File: src/rtl/refloor_pkg.sv
// Package: shared defaults and types for the paged reference floor clamp.
// Assumes: codes are unsigned, one LSB per 2 mV step.
package refloor_pkg;
    localparam int DEF_CODE_W    = 10;
    localparam int DEF_WORD_W    = 16;
    localparam int DEF_N_PAGES   = 2;
    localparam int DEF_FLOOR_MIN = 250;
    localparam int DEF_FLOOR_MAX = 750;

    // Outcome of a bound load attempt, for internal decode.
    typedef enum logic [1:0] {
        LOAD_NONE    = 2'd0,
        LOAD_ACCEPT  = 2'd1,
        LOAD_RANGE   = 2'd2,
        LOAD_REFUSED = 2'd3
    } load_result_e;
endpackage

File: src/rtl/floor_bank.sv
// Module: floor_bank
// Holds one lower-bound code per page. Picks the load source (a write has
// priority over a restore), range-checks the code and applies mode gating.
// It reports range errors and refused writes as single-cycle events.
// Assumes: N_PAGES is a power of two so page_sel always addresses a page.
module floor_bank #(
    parameter int CODE_W    = refloor_pkg::DEF_CODE_W,
    parameter int WORD_W    = refloor_pkg::DEF_WORD_W,
    parameter int N_PAGES   = refloor_pkg::DEF_N_PAGES,
    parameter int PAGE_W    = 1,
    parameter int FLOOR_MIN = refloor_pkg::DEF_FLOOR_MIN,
    parameter int FLOOR_MAX = refloor_pkg::DEF_FLOOR_MAX
) (
    input  logic                            clk,
    input  logic                            rst_n,
    input  logic [PAGE_W-1:0]               page_sel,
    input  logic                            mode_avs,
    input  logic                            wr_en,
    input  logic [WORD_W-1:0]               wr_data,
    input  logic                            restore_en,
    input  logic [WORD_W-1:0]               restore_data,
    output logic [N_PAGES-1:0][CODE_W-1:0]  floor_q,
    output logic [CODE_W-1:0]               active_floor,
    output logic                            ev_range_err,
    output logic                            ev_mode_block
);
    import refloor_pkg::*;

    localparam logic [CODE_W-1:0] MIN_C = CODE_W'(FLOOR_MIN);
    localparam logic [CODE_W-1:0] MAX_C = CODE_W'(FLOOR_MAX);

    logic [WORD_W-1:0] load_word;
    logic [CODE_W-1:0] load_code;
    logic              load_req;
    logic              in_range;
    load_result_e      load_res;
    logic              unused_upper;

    // Select the load source and classify the attempt.
    always_comb begin
        load_req  = wr_en | restore_en;
        load_word = wr_en ? wr_data : restore_data;
        load_code = load_word[CODE_W-1:0];
        in_range  = (load_code >= MIN_C) && (load_code <= MAX_C);
        if (!load_req)
            load_res = LOAD_NONE;
        else if (mode_avs)
            load_res = wr_en ? LOAD_REFUSED : LOAD_NONE;
        else if (in_range)
            load_res = LOAD_ACCEPT;
        else
            load_res = LOAD_RANGE;
    end

    assign unused_upper  = ^load_word[WORD_W-1:CODE_W];
    assign ev_range_err  = (load_res == LOAD_RANGE);
    assign ev_mode_block = (load_res == LOAD_REFUSED);
    assign active_floor  = floor_q[page_sel];

    // One bound register per page, loaded only on an accepted attempt.
    for (genvar p = 0; p < N_PAGES; p++) begin : g_page
        always_ff @(posedge clk) begin
            if (!rst_n)
                floor_q[p] <= MIN_C;
            else if ((load_res == LOAD_ACCEPT) && (page_sel == PAGE_W'(p)))
                floor_q[p] <= load_code;
        end

        assert_floor_legal_R3: assert property (@(posedge clk) disable iff (!rst_n)
            (floor_q[p] >= MIN_C) && (floor_q[p] <= MAX_C));
    end

    assert_mode_freezes_R5: assert property (@(posedge clk) disable iff (!rst_n)
        mode_avs |=> $stable(floor_q));

    assert_bad_code_kept_R4: assert property (@(posedge clk) disable iff (!rst_n)
        (load_req && !mode_avs && !in_range) |=> $stable(floor_q));
endmodule

File: src/rtl/ref_clamp.sv
// Module: ref_clamp
// Merges the command and default requests (the command has priority) and
// raises any code below the active bound to that bound. It stores the result
// in the active page's output register and flags the clamp as an event.
// Assumes: active_floor is the bound registered before this cycle.
module ref_clamp #(
    parameter int CODE_W    = refloor_pkg::DEF_CODE_W,
    parameter int N_PAGES   = refloor_pkg::DEF_N_PAGES,
    parameter int PAGE_W    = 1,
    parameter int RESET_CODE = refloor_pkg::DEF_FLOOR_MIN
) (
    input  logic                            clk,
    input  logic                            rst_n,
    input  logic [PAGE_W-1:0]               page_sel,
    input  logic [CODE_W-1:0]               active_floor,
    input  logic                            cmd_en,
    input  logic [CODE_W-1:0]               cmd_code,
    input  logic                            dflt_en,
    input  logic [CODE_W-1:0]               dflt_code,
    output logic [N_PAGES-1:0][CODE_W-1:0]  ref_q,
    output logic                            ev_clamp
);
    logic              req_any;
    logic [CODE_W-1:0] req_code;
    logic [CODE_W-1:0] out_code;

    // Merge the request sources and apply the lower bound.
    always_comb begin
        req_any  = cmd_en | dflt_en;
        req_code = cmd_en ? cmd_code : dflt_code;
        ev_clamp = req_any && (req_code < active_floor);
        out_code = ev_clamp ? active_floor : req_code;
    end

    // One output register per page, written only when that page is active.
    for (genvar p = 0; p < N_PAGES; p++) begin : g_page
        always_ff @(posedge clk) begin
            if (!rst_n)
                ref_q[p] <= CODE_W'(RESET_CODE);
            else if (req_any && (page_sel == PAGE_W'(p)))
                ref_q[p] <= out_code;
        end

        assert_not_below_floor_R8: assert property (@(posedge clk) disable iff (!rst_n)
            (req_any && page_sel == PAGE_W'(p)) |=> (ref_q[p] >= $past(active_floor)));

        assert_other_page_held_R7: assert property (@(posedge clk) disable iff (!rst_n)
            (page_sel != PAGE_W'(p)) |=> $stable(ref_q[p]));
    end
endmodule

File: src/rtl/fault_flags.sv
// Module: fault_flags
// Sticky invalid-data and refused-write flags plus the active-low alert.
// A new event takes priority over a clear in the same cycle.
// Assumes: event inputs are single-cycle pulses from the same clock domain.
module fault_flags #(
    parameter int N_IVD_SRC = 2
) (
    input  logic                 clk,
    input  logic                 rst_n,
    input  logic [N_IVD_SRC-1:0] ev_ivd,
    input  logic                 ev_oth,
    input  logic                 clear,
    output logic                 ivd_q,
    output logic                 oth_q,
    output logic                 alert_n
);
    logic any_ivd;

    // Collapse all invalid-data sources into one event.
    always_comb any_ivd = |ev_ivd;

    // Set-dominant sticky flags.
    always_ff @(posedge clk) begin
        if (!rst_n) begin
            ivd_q <= 1'b0;
            oth_q <= 1'b0;
        end else begin
            if (any_ivd)     ivd_q <= 1'b1;
            else if (clear)  ivd_q <= 1'b0;
            if (ev_oth)      oth_q <= 1'b1;
            else if (clear)  oth_q <= 1'b0;
        end
    end

    // Alert follows the flags.
    always_comb alert_n = ~(ivd_q | oth_q);

    assert_ivd_sets_R4: assert property (@(posedge clk) disable iff (!rst_n)
        any_ivd |=> ivd_q);

    assert_clear_works_R10: assert property (@(posedge clk) disable iff (!rst_n)
        (clear && !any_ivd && !ev_oth) |=> (!ivd_q && !oth_q && alert_n));

    assert_oth_alerts_R11: assert property (@(posedge clk) disable iff (!rst_n)
        ev_oth |=> !alert_n);
endmodule

File: src/rtl/refloor_clamp_top.sv
// Module: refloor_clamp_top
// Paged reference floor clamp: bound storage with range and mode gating,
// request clamping per page, and sticky fault reporting with an alert.
// Assumes: all inputs are synchronous to clk; N_PAGES is a power of two.
module refloor_clamp_top #(
    parameter int CODE_W    = refloor_pkg::DEF_CODE_W,
    parameter int WORD_W    = refloor_pkg::DEF_WORD_W,
    parameter int N_PAGES   = refloor_pkg::DEF_N_PAGES,
    parameter int FLOOR_MIN = refloor_pkg::DEF_FLOOR_MIN,
    parameter int FLOOR_MAX = refloor_pkg::DEF_FLOOR_MAX,
    localparam int PAGE_W   = (N_PAGES > 1) ? $clog2(N_PAGES) : 1
) (
    input  logic                            clk,
    input  logic                            rst_n,
    input  logic [PAGE_W-1:0]               page_sel,
    input  logic                            mode_avs,
    input  logic                            wr_en,
    input  logic [WORD_W-1:0]               wr_data,
    input  logic                            rd_en,
    output logic [WORD_W-1:0]               rd_data,
    input  logic                            restore_en,
    input  logic [WORD_W-1:0]               restore_data,
    input  logic                            cmd_en,
    input  logic [CODE_W-1:0]               cmd_code,
    input  logic                            dflt_en,
    input  logic [CODE_W-1:0]               dflt_code,
    input  logic                            clear_faults,
    output logic [N_PAGES-1:0][CODE_W-1:0]  ref_code,
    output logic                            fault_ivd,
    output logic                            status_oth,
    output logic                            alert_n
);
    logic [N_PAGES-1:0][CODE_W-1:0] floor_q;
    logic [CODE_W-1:0]              active_floor;
    logic                           ev_range_err;
    logic                           ev_mode_block;
    logic                           ev_clamp;
    logic                           unused_rd;

    floor_bank #(
        .CODE_W(CODE_W), .WORD_W(WORD_W), .N_PAGES(N_PAGES), .PAGE_W(PAGE_W),
        .FLOOR_MIN(FLOOR_MIN), .FLOOR_MAX(FLOOR_MAX)
    ) u_bank (
        .clk(clk), .rst_n(rst_n), .page_sel(page_sel), .mode_avs(mode_avs),
        .wr_en(wr_en), .wr_data(wr_data), .restore_en(restore_en),
        .restore_data(restore_data), .floor_q(floor_q), .active_floor(active_floor),
        .ev_range_err(ev_range_err), .ev_mode_block(ev_mode_block)
    );

    ref_clamp #(
        .CODE_W(CODE_W), .N_PAGES(N_PAGES), .PAGE_W(PAGE_W), .RESET_CODE(FLOOR_MIN)
    ) u_clamp (
        .clk(clk), .rst_n(rst_n), .page_sel(page_sel), .active_floor(active_floor),
        .cmd_en(cmd_en), .cmd_code(cmd_code), .dflt_en(dflt_en), .dflt_code(dflt_code),
        .ref_q(ref_code), .ev_clamp(ev_clamp)
    );

    fault_flags #(.N_IVD_SRC(2)) u_flags (
        .clk(clk), .rst_n(rst_n), .ev_ivd({ev_clamp, ev_range_err}),
        .ev_oth(ev_mode_block), .clear(clear_faults),
        .ivd_q(fault_ivd), .oth_q(status_oth), .alert_n(alert_n)
    );

    // Read path: the strobe only qualifies the data, which is always driven.
    assign rd_data   = {{(WORD_W-CODE_W){1'b0}}, active_floor};
    assign unused_rd = rd_en;

    assert_read_zero_ext_R2: assert property (@(posedge clk) disable iff (!rst_n)
        rd_data[WORD_W-1:CODE_W] == '0);

    assert_read_tracks_write_R3: assert property (@(posedge clk) disable iff (!rst_n)
        (wr_en && !mode_avs && !ev_range_err) |=>
            (floor_q[$past(page_sel)] == $past(wr_data[CODE_W-1:0])));
endmodule

File: config.mk
export PLATFORM = sky130hd
export DESIGN_NAME = refloor_clamp_top
export DESIGN_NICKNAME = d
export VERILOG_FILES = /design/src/rtl/refloor_pkg.sv /design/src/rtl/floor_bank.sv /design/src/rtl/ref_clamp.sv /design/src/rtl/fault_flags.sv /design/src/rtl/refloor_clamp_top.sv
export SDC_FILE = /design/constraint.sdc
export NUM_CORES = 1
export LEC_CHECK = 0
export ABC_AREA = 1
export CAP_MARGIN = 30
export CORE_MARGIN = 5
export CORE_UTILIZATION = 35
export CTS_CLUSTER_SIZE = 10
export DETAILED_ROUTE_END_ITERATION = 6
export DONT_BUFFER_PORTS = 1
export SLEW_MARGIN = 20
export SYNTH_ARGS = -nofsm -noshare
export SYNTH_HDL_FRONTEND = slang
export SYNTH_SLANG_ARGS = --single-unit
File: constraint.sdc
create_clock -name clk -period 3.8 [get_ports clk]
set_clock_uncertainty 0.2 [all_clocks]
set_input_delay 0.76 -clock clk [delete_from_list [all_inputs] [get_ports clk]]
set_output_delay 0.76 -clock clk [all_outputs]
set_load 0.01 [all_outputs]
==> key figures <==
Outcome
  • Status: finished, final reports clean

Global routing
  • Largest net degree at the start of global routing: 28
  • Total grt overflow: 0
  • Initial antenna violation count: 0
  • GRT Resource Usage Total: 0.145
  • First-pass GRT wire length: 11600 um
  • Vias in the first global route: 2378

Synth
  • Synth cell types: 26
  • Post-synthesis cell count: 438
  • Cell taking the most area after synthesis: dfxtp_1
  • Synth Flop Type: dfxtp_1
  • Seq/Total Area, Yosys: 0.300
  • Top cell type's share of synthesized area: 0.300
  • EDFF count, synth: 0
  • Most frequent cells after synthesis: nand2_1 (123), inv_1 (62), dfxtp_1 (42)
  • Complex-gate fraction of the synthesized area: 0.0964
  • Post-synthesis cell area: 2800 um^2
  • Largest cells by area after synthesis: dfxtp_1 (30%), nand2_1 (16%), inv_1 (8.3%)
  • Synthesized area per cell: 6.40 um^2
  • Synth Register Bits: 42
  • Largest family of logic cells by synthesized area: simple AND/OR/NAND/NOR gates
  • Yosys warning total: 0
  • Mux cell area share after synthesis: 0
  • Count leader, synth: nand2_1
  • Adder-cell area share of the yosys netlist: 0.0402
  • Synth async-reset ratio: 0
  • Synth Area in Simple Gates: 0.413
  • XOR/XNOR share of the synthesized area: 0

Detailed routing
  • # DRC: 0
  • DR WL/cell: 13.5 um
  • DRT iter0 DRCs: 137
  • Final ANT Viol Nets: 0
  • TritonRoute pass-1 iters: 4
  • Via density: 4.87
  • Routed WL: 7160 um
  • DR vias: 2581

Clock tree
  • TritonCTS clock tree: yes
  • H-tree depth: 2
  • Post-CTS resize count: 0
  • CTS Buf Count: 5
  • Clock Tree Buf Depth: 2
  • Hold buffer count at cts: 0
  • Postcts setup bufs: 0
  • Skew-Pair Late Insertion Delay: 290 ps
  • Root Buffer Master: clkbuf_8
  • Clock slew at reported path FFs: 70 ps
  • Sink Count: 42

Worst setup path
  • Arr. time, crit path: 3060 ps
  • Crit Path Class: in2reg
  • CP top delay family: simple AND/OR/NAND/NOR gates
  • CP required: 3790 ps
  • Cell with the largest stage delay on the worst path: nand3_1
  • CP startpoint kind: input pin
  • CP Cell Sequence: inv_1 -> buf_4 -> or2_2 -> o21ai_0 -> ha_1 -> o21a_1 -> o21ai_0 -> nand3_1 -> nand2_1 -> nand3_1 -> nand2_1 -> inv_1
  • Worst Setup End Kind: flop
  • Worst-path maximum fanout: 27
  • Crit-path max cell delay: 390 ps
  • Worst Path Buf+Inv: 3

Final layout
  • Layout cells sized above 1: 0.0958
  • FILL cells: 866
  • Layout net count: 499
  • Register area: 841 um^2
  • Antenna diodes: 0
  • Area of the multi-input gates: 1560 um^2
  • Area Growth Syn to Fin: 3.08%

Pwr
  • Sw frac: 0.333
  • Flop pwr share: 0.493
  • Leakage: 0.00144 uW
  • Psw: 339 uW
  • Power per Cell Area: 353 nW/um^2
  • Power share of the combinational group: 0.239
  • Clk pwr share: 0.268
  • P_int: 680 uW
  • Max rail drop VDD: 115 uV

STA
  • TNS Setup: 0 ps
  • Final setup viols: 0
  • RSZ-0062 raised after global routing: false
  • Max Slew Vio Count: 0
  • Setup ws final: 736 ps
  • Final hold viol count: 0
  • Slew headroom: 0.496
  • Tightest Pin Transition: 755 ps
  • Period Utilization, post-route: 0.806
  • Max Freq: 0.326 GHz
  • Min cycle time layout: 3060 ps
  • Worst Hold Margin: 254 ps

Placed design
  • Gp weighted congestion: 0.813
  • Hpwl dp: 5530 um
  • Setup slack after placement: 417 ps
  • I/O Buffers: 0

Run
  • Max-Cap Viols: 0

Floorplan
  • Core ar.: 7770 um^2
  • Die ar.: 9900 um^2
  • Die height: 99.5 um
  • Placement Rows: 32
  • Ports: 101
  • Die width: 99.5 um
  • Starting Density: 0.361

Hold path
  • Hold Path Class: reg2reg
-- worst register-to-register path, cell delays in order (launching register included) --
cell	delay [ps]
dfxtp_1	310
or2_2	290
o21ai_0	150
ha_1	310
a21oi_1	180
o21ai_0	110
a21oi_1	180
nand3_1	380
nand2_1	210
nand3_1	100
nand2_1	70
inv_1	30
-- layer usage --
layer,wire length [um],track usage,vias up
met2,3440,0.247,56
met4,94,0.0431,0
li1,-,-,1367
met3,473,0.0456,9
met5,0,0,-
met1,3150,0.176,1149
-- metrics by stage --
step                 util  power [uW]  instance area [um^2]  cells
CTS                 0.370        1030                  2870    528
detailed placement  0.360         756                  2800    521
floorplan               -         725                  2820    443
global route        0.372        1090                  2890    530
global placement    0.360         751                  2800    521
finish              0.372        1020                  2890    530
-- logic make-up (layout without fill, tap and decap cells) --
group | Yosys count | in the layout
DFF | 42 | 42
adders and majority gates | 9 | 9
and+or+nand+nor | 252 | 252
AOI/OAI and AO/OA | 44 | 44
other | 1 | 6
buffers and inverters | 90 | 75
-- power by group through the flow --
stage	Clock, uW	Sequential [uW]	Combinational (uW)
2_1_floorplan	0	508	218
3_3_place_gp	0	513	238
3_5_place_dp	0	514	242
4_1_cts	284	504	243
5_1_grt	300	507	282
6_report	273	503	243
-- sequential cells by signal, summed over array words and instances (netlist names) --
name,count
u_bank.floor_q,20
u_clamp.ref_q,20
u_flags.ivd_q,1
u_flags.oth_q,1
-- layout by cell type (no fill, tap or decap), types with 3 or more instances in the layout --
cell      netlist  routed
ha_1            9       9
nand3_1        34      34
dfxtp_1        42      42
nand2_2         4       4
o21ai_2         3       3
or2_2          13      13
clkbuf_8        0       5
conb_1          1       6
buf_4           7       6
inv_1          62      62
nor2_1         40      40
nand4_1        32      32
nand2_1       123     123
a21oi_1        18      18
o21ai_0        18      18
-- final cells by class --
class,count,share of cell area
inverter,62,0.0806
sequential,42,0.291
tap,102,0.0442
clock inverter,2,0.00346
clock buffer,5,0.0238
multi-input combinational,311,0.541
timing repair buffer,6,0.0156
-- path summary, 6_finish.rpt --
path,start,endpoint,slack (ps),depth (start not counted)
worst min register to register,u_bank.floor_q[1],u_bank.floor_q[1],250,2
worst max register to register,u_bank.floor_q[17],u_clamp.ref_q[0],1200,11
worst min-delay path,u_bank.floor_q[1],u_bank.floor_q[1],250,2
worst max-delay path,page_sel,u_clamp.ref_q[0],740,12
No activity file was read; power rests on OpenSTA's default activity.
